$ cat src/rtl/psd_pkg.sv
`timescale 1ns/1ps
package psd_pkg;
  localparam int unsigned DEF_N_W   = 11;
  localparam int unsigned DEF_A_W   = 7;
  localparam int unsigned DEF_P_LO  = 64;
  localparam int unsigned DEF_P_HI  = 128;
  localparam int unsigned DEF_N_MIN = 16;

  function automatic int unsigned psd_base_mod(input bit sw_lo,
                                               input int unsigned p_lo,
                                               input int unsigned p_hi);
    return sw_lo ? p_lo : p_hi;
  endfunction
endpackage

$ cat src/rtl/psd_cfg_hold.sv
`timescale 1ns/1ps
module psd_cfg_hold #(
  parameter int unsigned N_W    = 11,
  parameter int unsigned A_W    = 7,
  parameter int unsigned N_MIN  = 16,
  parameter int unsigned N_RST  = 16,
  parameter int unsigned A_RST  = 0,
  parameter bit          SW_RST = 1'b1
) (
  input  logic           clk,
  input  logic           rst_n,
  input  logic           load,
  input  logic [N_W-1:0] in_n,
  input  logic [A_W-1:0] in_a,
  input  logic           in_sw,
  input  logic           boundary,
  output logic [N_W-1:0] pend_n,
  output logic [A_W-1:0] pend_a,
  output logic           pend_sw,
  output logic           act_sw
);
  logic           n_ok, a_ok, accept;
  logic [N_W-1:0] pend_n_d;
  logic [A_W-1:0] pend_a_d;
  logic           pend_sw_d, act_sw_d;

  always_comb begin
    n_ok      = (in_n >= N_W'(N_MIN));
    a_ok      = (N_W'(in_a) < in_n);
    accept    = load && n_ok && a_ok;
    pend_n_d  = accept ? in_n  : pend_n;
    pend_a_d  = accept ? in_a  : pend_a;
    pend_sw_d = accept ? in_sw : pend_sw;
    act_sw_d  = boundary ? pend_sw : act_sw;
  end

  always_ff @(posedge clk or negedge rst_n) begin
    if (!rst_n) begin
      pend_n  <= N_W'(N_RST);
      pend_a  <= A_W'(A_RST);
      pend_sw <= SW_RST;
      act_sw  <= SW_RST;
    end else begin
      pend_n  <= pend_n_d;
      pend_a  <= pend_a_d;
      pend_sw <= pend_sw_d;
      act_sw  <= act_sw_d;
    end
  end

  assert_short_n_ignored_R4: assert property (@(posedge clk) disable iff (!rst_n)
    (load && (in_n < N_W'(N_MIN))) |=> ($stable(pend_n) && $stable(pend_a) && $stable(pend_sw)));

  assert_big_a_ignored_R3: assert property (@(posedge clk) disable iff (!rst_n)
    (load && (N_W'(in_a) >= in_n)) |=> ($stable(pend_n) && $stable(pend_a) && $stable(pend_sw)));

  assert_sw_only_at_boundary_R7: assert property (@(posedge clk) disable iff (!rst_n)
    !boundary |=> $stable(act_sw));
endmodule

$ cat src/rtl/psd_prescaler.sv
`timescale 1ns/1ps
module psd_prescaler #(
  parameter int unsigned P_LO    = 64,
  parameter int unsigned P_HI    = 128,
  parameter int unsigned PC_W    = 8,
  parameter int unsigned CNT_RST = 63
) (
  input  logic clk,
  input  logic rst_n,
  input  logic sw_nx,
  input  logic swallow_nx,
  output logic pre_tc
);
  import psd_pkg::*;
  localparam logic [PC_W-1:0] MOD_LO = PC_W'(P_LO);
  localparam logic [PC_W-1:0] MOD_HI = PC_W'(P_HI);

  logic [PC_W-1:0] cnt_q, cnt_d, reload;

  always_comb begin
    pre_tc = (cnt_q == '0);
    reload = (sw_nx ? MOD_LO : MOD_HI) + PC_W'(swallow_nx) - PC_W'(1);
    cnt_d  = pre_tc ? reload : cnt_q - PC_W'(1);
  end

  always_ff @(posedge clk or negedge rst_n) begin
    if (!rst_n) cnt_q <= PC_W'(CNT_RST);
    else        cnt_q <= cnt_d;
  end

  assert_group_length_R2: assert property (@(posedge clk) disable iff (!rst_n)
    pre_tc |=> ((cnt_q >= MOD_LO - PC_W'(1)) && (cnt_q <= MOD_HI)));
endmodule

$ cat src/rtl/psd_swallow_ctr.sv
`timescale 1ns/1ps
module psd_swallow_ctr #(
  parameter int unsigned N_W   = 11,
  parameter int unsigned A_W   = 7,
  parameter int unsigned N_RST = 16,
  parameter int unsigned A_RST = 0
) (
  input  logic           clk,
  input  logic           rst_n,
  input  logic           pre_tc,
  input  logic [N_W-1:0] ld_n,
  input  logic [A_W-1:0] ld_a,
  output logic           boundary,
  output logic           swallow_nx
);
  logic [N_W-1:0] n_q, n_d;
  logic [A_W-1:0] a_q, a_d;

  always_comb begin
    boundary = pre_tc && (n_q <= N_W'(1));
    n_d = n_q;
    a_d = a_q;
    if (boundary) begin
      n_d = ld_n;
      a_d = ld_a;
    end else if (pre_tc) begin
      n_d = n_q - N_W'(1);
      a_d = (a_q != '0) ? a_q - A_W'(1) : a_q;
    end
    swallow_nx = (a_d != '0);
  end

  always_ff @(posedge clk or negedge rst_n) begin
    if (!rst_n) begin
      n_q <= N_W'(N_RST);
      a_q <= A_W'(A_RST);
    end else begin
      n_q <= n_d;
      a_q <= a_d;
    end
  end

  assert_swallow_below_main_R3: assert property (@(posedge clk) disable iff (!rst_n)
    N_W'(a_q) < n_q);

  assert_reload_pending_R7: assert property (@(posedge clk) disable iff (!rst_n)
    boundary |=> ((n_q == $past(ld_n)) && (a_q == $past(ld_a))));

  assert_hold_between_groups_R2: assert property (@(posedge clk) disable iff (!rst_n)
    !pre_tc |=> ($stable(n_q) && $stable(a_q)));
endmodule

$ cat src/rtl/psd_divider.sv
`timescale 1ns/1ps
module psd_divider #(
  parameter int unsigned N_W    = psd_pkg::DEF_N_W,
  parameter int unsigned A_W    = psd_pkg::DEF_A_W,
  parameter int unsigned P_LO   = psd_pkg::DEF_P_LO,
  parameter int unsigned P_HI   = psd_pkg::DEF_P_HI,
  parameter int unsigned N_MIN  = psd_pkg::DEF_N_MIN,
  parameter int unsigned N_RST  = 16,
  parameter int unsigned A_RST  = 0,
  parameter bit          SW_RST = 1'b1
) (
  input  logic           clk,
  input  logic           rst_n,
  input  logic [N_W-1:0] cfg_n,
  input  logic [A_W-1:0] cfg_a,
  input  logic           cfg_sw,
  input  logic           cfg_load,
  output logic           fp_pulse
);
  import psd_pkg::*;
  localparam int unsigned PC_W    = $clog2(P_HI + 1);
  localparam int unsigned CNT_RST = psd_base_mod(SW_RST, P_LO, P_HI)
                                    + ((A_RST != 0) ? 1 : 0) - 1;

  logic [1:0]     rst_sync;
  logic           rst_n_int;
  logic [N_W-1:0] pend_n;
  logic [A_W-1:0] pend_a;
  logic           pend_sw, act_sw, sw_nx;
  logic           pre_tc, boundary, swallow_nx;
  logic           fp_d;

  always_ff @(posedge clk or negedge rst_n) begin
    if (!rst_n) rst_sync <= 2'b00;
    else        rst_sync <= {rst_sync[0], 1'b1};
  end
  assign rst_n_int = rst_sync[1];

  psd_cfg_hold #(
    .N_W(N_W), .A_W(A_W), .N_MIN(N_MIN),
    .N_RST(N_RST), .A_RST(A_RST), .SW_RST(SW_RST)
  ) u_cfg (
    .clk(clk), .rst_n(rst_n_int), .load(cfg_load),
    .in_n(cfg_n), .in_a(cfg_a), .in_sw(cfg_sw), .boundary(boundary),
    .pend_n(pend_n), .pend_a(pend_a), .pend_sw(pend_sw), .act_sw(act_sw)
  );

  assign sw_nx = boundary ? pend_sw : act_sw;

  psd_prescaler #(
    .P_LO(P_LO), .P_HI(P_HI), .PC_W(PC_W), .CNT_RST(CNT_RST)
  ) u_pre (
    .clk(clk), .rst_n(rst_n_int), .sw_nx(sw_nx),
    .swallow_nx(swallow_nx), .pre_tc(pre_tc)
  );

  psd_swallow_ctr #(
    .N_W(N_W), .A_W(A_W), .N_RST(N_RST), .A_RST(A_RST)
  ) u_ctr (
    .clk(clk), .rst_n(rst_n_int), .pre_tc(pre_tc),
    .ld_n(pend_n), .ld_a(pend_a),
    .boundary(boundary), .swallow_nx(swallow_nx)
  );

  always_comb fp_d = boundary;

  always_ff @(posedge clk or negedge rst_n_int) begin
    if (!rst_n_int) fp_pulse <= 1'b0;
    else            fp_pulse <= fp_d;
  end

  assert_single_cycle_pulse_R8: assert property (@(posedge clk) disable iff (!rst_n_int)
    fp_pulse |=> !fp_pulse);

  always_comb begin
    if (!rst_n) assert_low_in_reset_R1: assert (!fp_pulse);
  end
endmodule

$ cat config.mk
export PLATFORM = sky130hd
export DESIGN_NAME = psd_divider
export DESIGN_NICKNAME = d
export VERILOG_FILES = /design/src/rtl/psd_pkg.sv /design/src/rtl/psd_cfg_hold.sv /design/src/rtl/psd_prescaler.sv /design/src/rtl/psd_swallow_ctr.sv /design/src/rtl/psd_divider.sv
export SDC_FILE = /design/constraint.sdc
export NUM_CORES = 1
export LEC_CHECK = 0
export CORE_ASPECT_RATIO = 0.8
export CORE_UTILIZATION = 59
export DETAILED_ROUTE_END_ITERATION = 10
export HOLD_SLACK_MARGIN = 0.15
export PLACE_DENSITY = 0.8
export RECOVER_POWER = 50
export SLEW_MARGIN = 20
export SYNTH_ARGS = -nofsm -noshare
export SYNTH_HDL_FRONTEND = slang
export SYNTH_SLANG_ARGS = --single-unit
export TNS_END_PERCENT = 100
$ cat constraint.sdc
create_clock -name clk -period 2.1 [get_ports clk]
set_clock_uncertainty 0.1 [all_clocks]
set_input_delay 0.21 -clock clk [delete_from_list [all_inputs] [get_ports clk]]
set_output_delay 0.21 -clock clk [all_outputs]
set_load 0.02 [all_outputs]
# Yosys cells after proc, flatten, opt, wreduce, memory -nomap -nowiden
# Cells that the tools add are included.
[classes]
addsub = 5
magnitude_cmp = 3
n_mux = 8
n_reduce_logical = 7
[op_table]
columns = ["operator", "count"]
rows = [
  ["2-to-1 mux 11 bit", 2],
  ["2-to-1 mux 7 bit", 3],
  ["2-to-1 mux 8 bit", 2],
  ["subtractor 8 x 1 -> 8 bit (second input constant)", 2],
  ["nonzero test 7 bit", 2],
  ["greater-or-equal comparator 11 x 5 -> 1 bit (second input constant)", 1],
  ["<= comparator 11 x 1 -> 1 bit (second input constant)", 1],
  ["< comparator 7 x 11 -> 1 bit", 1],
  ["subtractor 11 x 1 -> 11 bit (second input constant)", 1],
  ["adder 8 x 1 -> 8 bit", 1],
  ["zero test 8 bit", 1],
  ["subtractor 7 x 1 -> 7 bit (second input constant)", 1],
  ["logical AND 1 bit", 3],
  ["nonzero test 2 bit", 1],
  ["2-to-1 mux 1 bit", 1],
]
[word_totals]
ff_bits = 49
inputBits = 22
output_inout_bits = 1
word_cells = 32

# Logic depth before layout (Yosys ltp)
[depth]
ltp_word = 8
mapped_depth = 14

# By module
# Synthesis repeated with hierarchy kept, for this count alone.
[unflattened]
cells_unflattened = 333
hier_area_um2 = 3123.0
[modules_own_cells]
columns = ["mod", "instances", "cells_each", "area_per_inst_um2", "seq_area_each_um2"]
rows = [
  ["psd_cfg_hold", 1, 140, 1351.3, 504.2],
  ["psd_swallow_ctr", 1, 138, 1168.6, 451.7],
  ["psd_prescaler", 1, 50, 509.2, 207.7],
  ["psd_divider", 1, 5, 93.8, 75.1],
]

# Least setup slack after synthesis
# No wires, ideal clock.
[synth_path]
kind = "reg2reg"
start = "register u_pre.cnt_q[3]"
end = "register u_pre.cnt_q[6]"
arrival_time_ns = 2.745
required_ns = 1.882
path_slack_ns = -0.863
stages_incl_launch_ff = 12
path_cell_list = "dfstp_2 -> or4_4 -> or3_1 -> buf_2 -> o31a_1 -> a211oi_2 -> o22ai_2 -> nand4b_1 -> ha_1 -> nor2_1 -> nor3_1 -> a21o_1"
[synth_between]
elab_chain_len = 7
elab_cells_between_ends = 11
classes_between = "add/sub: 3; mux: 5; reduce/logical: 3"
[synth_lines]
columns = ["item", "line_no", "source"]
rows = [
  ["start: declaration", "psd_prescaler.sv:18", "logic [PC_W-1:0] cnt_q, cnt_d, reload;"],
  ["start signal: assignment", "psd_prescaler.sv:27", "if (!rst_n) cnt_q <= PC_W'(CNT_RST);"],
  ["start signal: assignment", "psd_prescaler.sv:28", "else cnt_q <= cnt_d;"],
  ["zero test 8 bit", "psd_prescaler.sv:21", "pre_tc = (cnt_q == '0);"],
  ["2-to-1 mux 7 bit / logical AND 1 bit (equally long branches)", "psd_swallow_ctr.sv:26, psd_swallow_ctr.sv:20", ""],
  ["2-to-1 mux 7 bit / 2-to-1 mux 1 bit (equally long branches)", "--", ""],
  ["nonzero test 7 bit / 2-to-1 mux 8 bit (equally long branches)", "psd_swallow_ctr.sv:30, psd_prescaler.sv:22", ""],
  ["adder 8 x 1 -> 8 bit", "psd_prescaler.sv:22", "reload = (sw_nx ? MOD_LO : MOD_HI) + PC_W'(swallow_nx) - PC_W'(1);"],
  ["subtractor 8 x 1 -> 8 bit", "psd_prescaler.sv:22", ""],
  ["2-to-1 mux 8 bit *", "psd_prescaler.sv:23", "cnt_d = pre_tc ? reload : cnt_q - PC_W'(1);"],
  ["via u_pre.cnt_d[6]", "psd_prescaler.sv:18", ""],
]
# The timed path passes the listed nets; every way through them passes the cells marked *.
# A chain may end at the register's enable or synchronous reset.

# Final worst setup path
[layout_path]
start = "register u_pre.cnt_q[1]"
end = "register u_pre.cnt_q[6]"
# The elaborated chain is that of the path after synthesis.

==> results.toml <==
[min_path]
min_path_type = "reg2reg"
hp-start = "rst_sync[0]"

[finish]
nNetsFinal = 496
fin_util = 0.8509
final_common_cell = "buf_4"
num-fill-cells = 255
drive_gt1_frac = 0.3060
antenna-diode-count = 0
area_delta_synth_final_pct = 37.44
fin_area_mm2 = 0.004285
final_cell_mix = "buf_4 (76), dfrtp_1 (38), nand2_1 (32)"

[yosys]
syn-cell-area_mm2 = 0.003118
synth_nets = 407
synthCells = 374
synthArstFlopShare = 1.000
synth_ff_type = "dfrtp_1"
synth_edf_count = 0
ys_ff_latch = 49
syn_area_per_cell_um2 = 8.337
synth_cell_types = 49
ys_seq_area_frac = 0.3973
yosysWarnings = 0

[floorplan]
die_h_um = 67.02
initial_utilization = 0.6191
rows = 23
die_x_um = 83.28
core-area_mm2 = 0.005036
die-area_mm2 = 0.005581
pin_count = 23

[placed_design]
port_buffers = 22
dpl.hpwl_mm = 6.377
postPlaceCellArea_mm2 = 0.003931
place_congestion = 0.9391

[cts]
clock_path_buffers = 2
cts.clk_slew.worst_paths_ns = 0.09
cts_tree = "built"
clock_latency_ns = 0.32
clock_sinks = 49
htree_levels = 2
cts_made_buffers = 5
cts-root-buf = "clkbuf_8"

[global_route]
grt_overflow = 0
track_usage = 0.3728
first_global_vias = 3451
antenna_found_initial = 0
grt_max_degree = 50
grt_pass1_wl_mm = 16.24

[setup_path]
max_stage_delay_ns = 0.59
crit_path_start_kind = "register"
crit_start = "u_pre.cnt_q[1]"
cp_max_fo = 12
reg2reg_from = "u_pre.cnt_q[1]"
cp_cell_sequence = "inv_1 -> ha_1 -> nand2b_1 -> or3_4 -> buf_4 -> o21bai_2 -> a211oi_2 -> o22ai_2 -> nand4b_1 -> ha_2 -> nor2_2 -> nor3_1 -> a21o_1"
crit_type = "reg2reg"
end_kind = "register"
crit_slowest_cell = "dfstp_2"
cp.required_ns = 2.26
worstPathArrival_ns = 3.21

[power_and_ir_drop]
peakVddDrop_mv = 0.5027
p_clk_frac = 0.301
combPwrFrac = 0.194
leakage_nw = 1.890
p_int_w = 0.001485
pwr_density_cell_mw_per_mm2 = 498.5
switchingPower_w = 0.0006511
power_frac_seq = 0.504
swShare = 0.3048
p_total_w = 0.002136

[timing]
fin_tns_setup_ns = -7.319
finalCritPeriodShare = 1.450
min_period_ns = 3.045
worst_slack_ns = -0.9453
setup_viol = 18
maxSlewViolCount = 0
whs_ns = 0.2577
hold_violations = 0
fmax_mhz = 328.4
slew_headroom = 0.2053
worstMarginPinSlew_ns = 1.192
rsz0062_at_grt = "yes"

[routing]
drtAntennaViolNets = 0
num_vias = 3650
drc = 0
routed_wl_mm = 11.17
viasPerCell = 6.939
first_iter_violations = 543
post_drt_wl_per_cell_um = 21.23
dr.pass1.iters = 8

[status]
failed_checks = "negative setup slack"
status = "complete, but fails checks"

[flow_run]
maxCapViolations = 0
cell families after synthesis:
group,Yosys count,share of synthesized area
fa+ha+maj,11,0.04414
xor+xnor,4,0.01124
other cells,1,0.001203
flops,49,0.3973
mux,6,0.01926
compound gates,126,0.2677
simple gates,121,0.1914
buf+inv,56,0.06782
flip-flops by register name, summed over array words and instances (netlist names), 2 cells and up:
| signal | count |
|---|---|
| u_cfg.pend_n | 11 |
| u_ctr.n_q | 11 |
| u_cfg.pend_a | 7 |
| rst_sync | 2 |
| u_ctr.a_q | 7 |
| u_pre.cnt_q | 8 |
cells in the mapped netlist (15+ instances only):
| cell type | n | area, µm² |
|---|---|---|
| nand3_1 | 19 | 95.09 |
| a31oi_1 | 18 | 112.6 |
| nand4_1 | 19 | 118.9 |
| a211o_1 | 15 | 131.4 |
| dfrtp_1 | 39 | 975.9 |
| nor2_1 | 19 | 71.32 |
| nand2_1 | 35 | 131.4 |
| inv_1 | 32 | 120.1 |
| clkbuf_1 | 23 | 86.33 |
| o21ai_0 | 27 | 135.1 |
| a21oi_1 | 18 | 90.09 |
| o22ai_1 | 19 | 118.9 |
critical path, delay by kind of cell, from the launching register on:
kind            cells  cell delay (ns)
compound gates      4             0.53
fa+ha+maj           2             0.56
buf+inv             2             0.28
flops               1             0.59
simple gates        5             0.94
final timing paths:
path                                       end  slack, ns  depth (start not counted)
max in group asynchronous         u_ctr.a_q[4]       0.69                          1
worst max-delay path            u_pre.cnt_q[6]      -0.95                         13
min in group asynchronous         u_ctr.n_q[8]       0.48                          1
worst max register to register  u_pre.cnt_q[6]      -0.95                         13
worst min register to register     rst_sync[1]       0.26                          0
worst min-delay path               rst_sync[1]       0.26                          0
per-layer routing:
metal / share of wire / routed length [µm] / global-route usage / vias up
li1: - / - / - / 1575
met2: 0.48 / 5308 / 0.6404 / 278
met5: 0 / 0 / 0 / -
met3: 0.10 / 1127 / 0.07683 / 90
met4: 0.057 / 631 / 0.1897 / 0
met1: 0.37 / 4097 / 0.4509 / 1707
layout make-up:
cell class	count	area (µm²)	share of cell area
multi-input combinational	269	1847	0.4309
sequential	49	1240	0.2893
timing repair buffer	106	899.6	0.2099
inverter	32	120.1	0.02803
clock buffer	7	96.34	0.02248
tap	62	77.57	0.01810
clock inverter	1	5.005	0.001168
per-stage QoR:
step,worst slack (ns),cells
after global placement,-0.6858,504
after detailed placement,-0.7747,504
after global routing,-1.115,526
after floorplan,-0.7692,374
final,-0.9453,526
after CTS,-0.7157,521
power by group through the flow:
| stage | clock network, W | registers [W] | logic [W] |
|---|---|---|---|
| floorplan | 0 | 0.00108 | 0.000202 |
| global placement | 0 | 0.00108 | 0.000360 |
| detailed placement | 0 | 0.00108 | 0.000378 |
| CTS | 0.000619 | 0.00107 | 0.000385 |
| global route | 0.000668 | 0.00108 | 0.000446 |
| finish | 0.000644 | 0.00108 | 0.000415 |
repair_timing:
action	in CTS	in global routing
setup buffers	10	6
hold buffers	1	0
gates resized for setup	18	25
setup endpoints to repair	14	25
pin swaps	6	10
endpoints found under the hold margin	2	0
Power figures use the tool's default switching activity.
